### src/rtl/pix_mixer_pkg.sv
package pix_mixer_pkg;
  parameter int unsigned CID_W = 2;

  typedef logic [CID_W-1:0] cid_t;

  typedef struct packed {
    cid_t color;
    logic is_obj;
  } mix_pix_t;
endpackage

### src/rtl/pix_mix_gate.sv
module pix_mix_gate
  import pix_mixer_pkg::*;
(
  input  cid_t bg_color_i,
  input  cid_t obj_color_i,
  input  logic bg_master_i,
  input  logic obj_en_i,
  input  logic color_mode_i,
  output cid_t bg_eff_o,
  output cid_t obj_eff_o,
  output logic prio_on_o
);
  // Disabled objects look transparent.
  assign obj_eff_o = obj_en_i ? obj_color_i : '0;
  // Monochrome-compatible background disable forces color 0.
  assign bg_eff_o  = (!color_mode_i && !bg_master_i) ? cid_t'(0) : bg_color_i;
  // Color mode with master clear bypasses the per-pixel priority.
  assign prio_on_o = !(color_mode_i && !bg_master_i);
endmodule

### src/rtl/pix_mix_select.sv
module pix_mix_select
  import pix_mixer_pkg::*;
(
  input  cid_t     bg_eff_i,
  input  cid_t     obj_eff_i,
  input  logic     obj_prio_i,
  input  logic     prio_on_i,
  output mix_pix_t pix_o
);
  logic obj_opaque, bg_covers, obj_wins;

  always_comb begin
    obj_opaque = (obj_eff_i != '0);
    bg_covers  = prio_on_i && obj_prio_i && (bg_eff_i != '0);
    obj_wins   = obj_opaque && !bg_covers;
    pix_o.is_obj = obj_wins;
    pix_o.color  = obj_wins ? obj_eff_i : bg_eff_i;
  end
endmodule

### src/rtl/pix_mixer.sv
module pix_mixer
  import pix_mixer_pkg::*;
(
  input  logic             clk_i,
  input  logic             rst_ni,
  input  logic             shift_i,
  input  logic [CID_W-1:0] bg_color_i,
  input  logic [CID_W-1:0] obj_color_i,
  input  logic             obj_prio_i,
  input  logic             bg_master_i,
  input  logic             obj_en_i,
  input  logic             color_mode_i,
  output logic             pix_valid_o,
  output logic [CID_W-1:0] pix_color_o,
  output logic             pix_is_obj_o
);
  cid_t     bg_eff, obj_eff;
  logic     prio_on;
  mix_pix_t sel_pix, out_q;
  logic     valid_q;

  pix_mix_gate u_gate (
    .bg_color_i  (bg_color_i),
    .obj_color_i (obj_color_i),
    .bg_master_i (bg_master_i),
    .obj_en_i    (obj_en_i),
    .color_mode_i(color_mode_i),
    .bg_eff_o    (bg_eff),
    .obj_eff_o   (obj_eff),
    .prio_on_o   (prio_on)
  );

  pix_mix_select u_sel (
    .bg_eff_i  (bg_eff),
    .obj_eff_i (obj_eff),
    .obj_prio_i(obj_prio_i),
    .prio_on_i (prio_on),
    .pix_o     (sel_pix)
  );

  always_ff @(posedge clk_i or negedge rst_ni) begin
    if (!rst_ni) begin
      valid_q <= 1'b0;
      out_q   <= '0;
    end else begin
      valid_q <= shift_i;
      if (shift_i) out_q <= sel_pix;
    end
  end

  assign pix_valid_o  = valid_q;
  assign pix_color_o  = out_q.color;
  assign pix_is_obj_o = out_q.is_obj;

  assert_valid_follows_shift_R2: assert property (@(posedge clk_i) disable iff (!rst_ni)
    1'b1 |=> (pix_valid_o == $past(shift_i)));
  assert_hold_on_stall_R2: assert property (@(posedge clk_i) disable iff (!rst_ni)
    !shift_i |=> ($stable(pix_color_o) && $stable(pix_is_obj_o)));
  assert_transparent_obj_R3: assert property (@(posedge clk_i) disable iff (!rst_ni)
    (shift_i && obj_color_i == '0) |=> !pix_is_obj_o);
  assert_obj_disabled_R4: assert property (@(posedge clk_i) disable iff (!rst_ni)
    (shift_i && !obj_en_i) |=> !pix_is_obj_o);
  assert_master_bypass_R5: assert property (@(posedge clk_i) disable iff (!rst_ni)
    (shift_i && color_mode_i && !bg_master_i && obj_en_i && obj_color_i != '0)
      |=> (pix_is_obj_o && pix_color_o == $past(obj_color_i)));
  assert_bg_forced_zero_R6: assert property (@(posedge clk_i) disable iff (!rst_ni)
    (shift_i && !color_mode_i && !bg_master_i) |=> (pix_is_obj_o || pix_color_o == '0));
  assert_bg_over_obj_R7: assert property (@(posedge clk_i) disable iff (!rst_ni)
    (shift_i && bg_master_i && obj_prio_i && bg_color_i != '0)
      |=> (!pix_is_obj_o && pix_color_o == $past(bg_color_i)));
  assert_obj_color_nonzero_R8: assert property (@(posedge clk_i) disable iff (!rst_ni)
    pix_is_obj_o |-> (pix_color_o != '0));
endmodule

### config.mk
export PLATFORM = sky130hd
export DESIGN_NAME = pix_mixer
export DESIGN_NICKNAME = d
export VERILOG_FILES = /design/src/rtl/pix_mixer_pkg.sv /design/src/rtl/pix_mix_gate.sv /design/src/rtl/pix_mix_select.sv /design/src/rtl/pix_mixer.sv
export SDC_FILE = /design/constraint.sdc
export NUM_CORES = 1
export LEC_CHECK = 0
export BUFFER_PORTS_ARGS = -buffer_cell sky130_fd_sc_hd__buf_2
export CAP_MARGIN = 20
export CORE_AREA = 8 8 45 47
export DETAILED_ROUTE_END_ITERATION = 10
export DIE_AREA = 0 0 53 55
export HOLD_SLACK_MARGIN = 0.03
export PLACE_DENSITY = 0.48
export SYNTH_ARGS = -nofsm -noshare
export SYNTH_HDL_FRONTEND = slang
export SYNTH_SLANG_ARGS = --single-unit
### constraint.sdc
create_clock -name clk_i -period 1.2 [get_ports clk_i]
set_input_delay 0.18 -clock clk_i [delete_from_list [all_inputs] [get_ports clk_i]]
set_output_delay 0.18 -clock clk_i [all_outputs]
set_load 0.01 [all_outputs]
# Word-level counts from Yosys, hierarchy flattened
# Index checks and enable logic that the tools add are counted.
# totals
in_bits,11
output_inout_bits,4
register_bits,4
elab_cells,17
# op_classes
mux,3
n_reduce_logical,11
# op_table
cell,n
$mux W2,3
$logic_and A1 B1 Y1,5
$logic_not A1 Y1,4
$reduce_bool A2 Y1,2

# Logic depth before layout (Yosys ltp)
# logic_depth
word_depth,8
mapped_depth,3
mapped_depth_nobuf,3

# Modules after synthesis
# A second synthesis with hierarchy kept.
# hier_totals
hier_cells,24
area_unflattened_um2,244.0
# modules_own_cells
module,cells_per_inst,area_each_um2,seq_area_each_um2,instances
pix_mixer,7,133.9,100.1,1
pix_mix_select,12,76.3,0.0,1
pix_mix_gate,5,33.8,0.0,1

# Least setup slack after synthesis
# Ideal clock, no wire load.
# synth_path
path_kind,register to register
startpoint,register pix_color_o[0] (netlist name)
endpoint,"register out_q, in the netlist pix_color_o[0]"
setup_ns,0.127
required_ns,1.073
synth_period_minus_slack_ns,0.859
slack_ns,0.341
stages_incl_launch_ff,4
arrival_time_ns,0.732
n_path_buf,0
path_cell_list,dfrtp_1 > nor2b_1 > a41oi_1 > o21ai_1
# synth_rtl
element,line_no,text
end signal: assignment,pix_mixer.sv:47,if (shift_i) out_q <= sel_pix;
end: declaration,pix_mixer.sv:19,"mix_pix_t sel_pix, out_q;"

# Worst setup path in the final report
# layout_path
startpoint,"register out_q, in the netlist pix_color_o[0]"
endpoint,output pix_color_o[0]
# layout_rtl
element,line_no,text
end: declaration,pix_mixer.sv:14,"output logic [CID_W-1:0] pix_color_o,"
# No word-level cell between the ends.

==> impl_metrics.csv <==
group,metric,value,unit
outcome,status,"finished, final reports clean",
floorplanning,die_w,53,um
yosys,yosysUniqueCellTypes,11,
sta,tightest_slew,0.190,ns
yosys,synth-seq-area-share,46.5,%
yosys,syn-num-nets,33,
clocking,clock-sinks,4,
clocking,cts-buffers-inserted,3,
finish,syn_to_final_growth,57.0,%
sta,fin_setup_tns,0,ns
clocking,postCtsHoldBufs,1,
finish,diodes,0,
drt,drt_iter0_drc,7,
power,p_per_area,1190,nW/um^2
sta,setup_viol,0,
drt,wirelength,653,um
drt,dr.pass1.iters,5,
finish,nets,53,
critical_path,end_kind,"primary output",
flow_run,maxCapViolations,0,
clocking,post-cts-setup-buffers,0,
global_route,track_usage,5.14,%
critical_path,cp.arrival,0.74,ns
place,postPlaceCellArea,305,um^2
floorplanning,core_area,1380,um^2
floorplanning,dieArea,2920,um^2
sta,hold_viol,0,
yosys,avgSynthCellArea,9.78,um^2
yosys,synth_top_area_share,46.5,%
finish,final_cell_mix,"buf_2, nand2_1, dfrtp_1, clkbuf_4",
critical_path,path_cells,"buf_2",
clocking,clockBufferDepth,2,
clocking,clkTransAtPathRegs,0.04,ns
yosys,ys_warn_count,0,
place,numPlacedInstances,52,
critical_path,r2r-start,"pix_color_o[0]",
finish,drive_gt1_share,45.0,%
yosys,synth_top_area_cell,"dfrtp_1",
critical_path,crit_type,"reg2out",
sta,fmax,1.09,GHz
drt,post_drt_wl_per_cell,11.7,um
global_route,grt_max_degree,10,
clocking,clock_latency,0.23,ns
critical_path,critPathMaxFanout,2,
sta,finalClockSkew,0,ns
finish,final_common_cell,"buf_2",
clocking,cts_tree,"done",
drt,vias,232,
critical_path,crit_buf_inv,1,
floorplanning,row_count,14,
place,place_ws,0.349,ns
global_route,grt_pass1_vias,250,
drt,ant_nets,0,
critical_path,cp-startpoint,"pix_color_o[0]",
critical_path,critPathLaunchType,"register",
finish,final_area,338,um^2
sta,fin_crit,0.917,ns
sta,finalCritPeriodShare,76.4,%
yosys,synthesis.area,215,um^2
power,ir_drop,253,uV
drt,vias_per_cell,4.14,
critical_path,cp_top_family,"flip-flops",
min_path,hold_class,"in2reg",
yosys,postSynthCellCount,22,
finish,final_cells,56,
clocking,root_buffer,"clkbuf_4",
sta,post-route-worst-setup-slack,0.283,ns
floorplanning,die_h,55,um
critical_path,crit_required,1.02,ns
global_route,overflow,0,
sta,maxSlewHeadroom,87.3,%
place,portBuffers,14,
yosys,yosys_register_bits,4,
sta,slew_violations,0,
min_path,min_from,"shift_i",
clocking,cts.repair.resized,0,
sta,rsz0062_at_grt,"no",
global_route,antenna_found_initial,0,
drt,drc,0,
power,power.leakage,0.160,nW
critical_path,cpMaxStageDelayCell,"dfrtp_1",
place,gp_congestion,0.686,
clocking,cts.htree.levels,1,
floorplanning,initial_core_util,15.6,%
floorplanning,pin_count,15,
global_route,grt_pass1_wl,1.06,mm
critical_path,critPathMaxStageDelay,0.37,ns
yosys,synth_area_leaders,"dfrtp_1, a41oi_1, a22oi_1",
finish,utilization,24.4,%
[power breakdown]
part	internal (W)	switching, W
logic	0.0000402	0.0000446
clock network	0.000112	0.0000501
registers	0.000149	0.00000534
[path summary, 6_finish.rpt]
kind / end / slack (ns) / cells after the start
min: pix_valid_o / 0.16 / 1
max in group asynchronous: pix_valid_o / 0.80 / 2
min in group asynchronous: pix_is_obj_o / 0.28 / 2
min reg2reg: pix_is_obj_o / 0.53 / 2
max: pix_color_o[0] / 0.28 / 1
max reg2reg: pix_color_o[0] / 0.34 / 3
[through the flow]
| step | power [W] | hold WS, ns |
|---|---|---|
| CTS | 0.000415 | 0.149 |
| global route | 0.000435 | 0.156 |
| finish | 0.000401 | 0.159 |
| floorplan | 0.000189 | -0.116 |
| detailed placement | 0.000239 | -0.00975 |
| global placement | 0.000238 | -0.0103 |
[Yosys cell counts]
master,count
dfrtp_1,4
nand2_1,4
a22oi_1,2
a41oi_1,2
nand3b_1,2
nor2b_1,2
o21ai_1,2
inv_1,1
o2111ai_1,1
o211ai_2,1
o21ai_0,1
[layer usage]
metal	share of wire [%]	vias up	GRT usage (%)
li1	-	122	-
met1	49	95	6.55
met2	32	15	4.88
met3	19	0	3.74
met4	0	0	5.17
met5	0	-	0
[state kept, by name (all words and copies together), names as in the netlist]
signal / flops
pix_is_obj_o: 1
pix_valid_o: 1
pix_color_o: 2
[area by class of cell]
cell class                      instances  area (um^2)
Fill cell                             149         1050
Multi-Input combinational cell         17          111
Sequential cell                         4          100
Timing Repair Buffer                   15         80.1
Clock buffer                            3         22.5
Tap cell                               16         20.0
Inverter                                1         3.75
[logic make-up (layout without fill, tap and decap cells)]
| family | after synthesis | in the layout | synth area share [%] |
|---|---|---|---|
| AOI/OAI and AO/OA | 9 | 9 | 32.0 |
| DFF | 4 | 4 | 46.5 |
| buffers and inverters | 1 | 19 | 1.74 |
| and+or+nand+nor | 8 | 8 | 19.8 |
(Power assumes the default switching activity.)
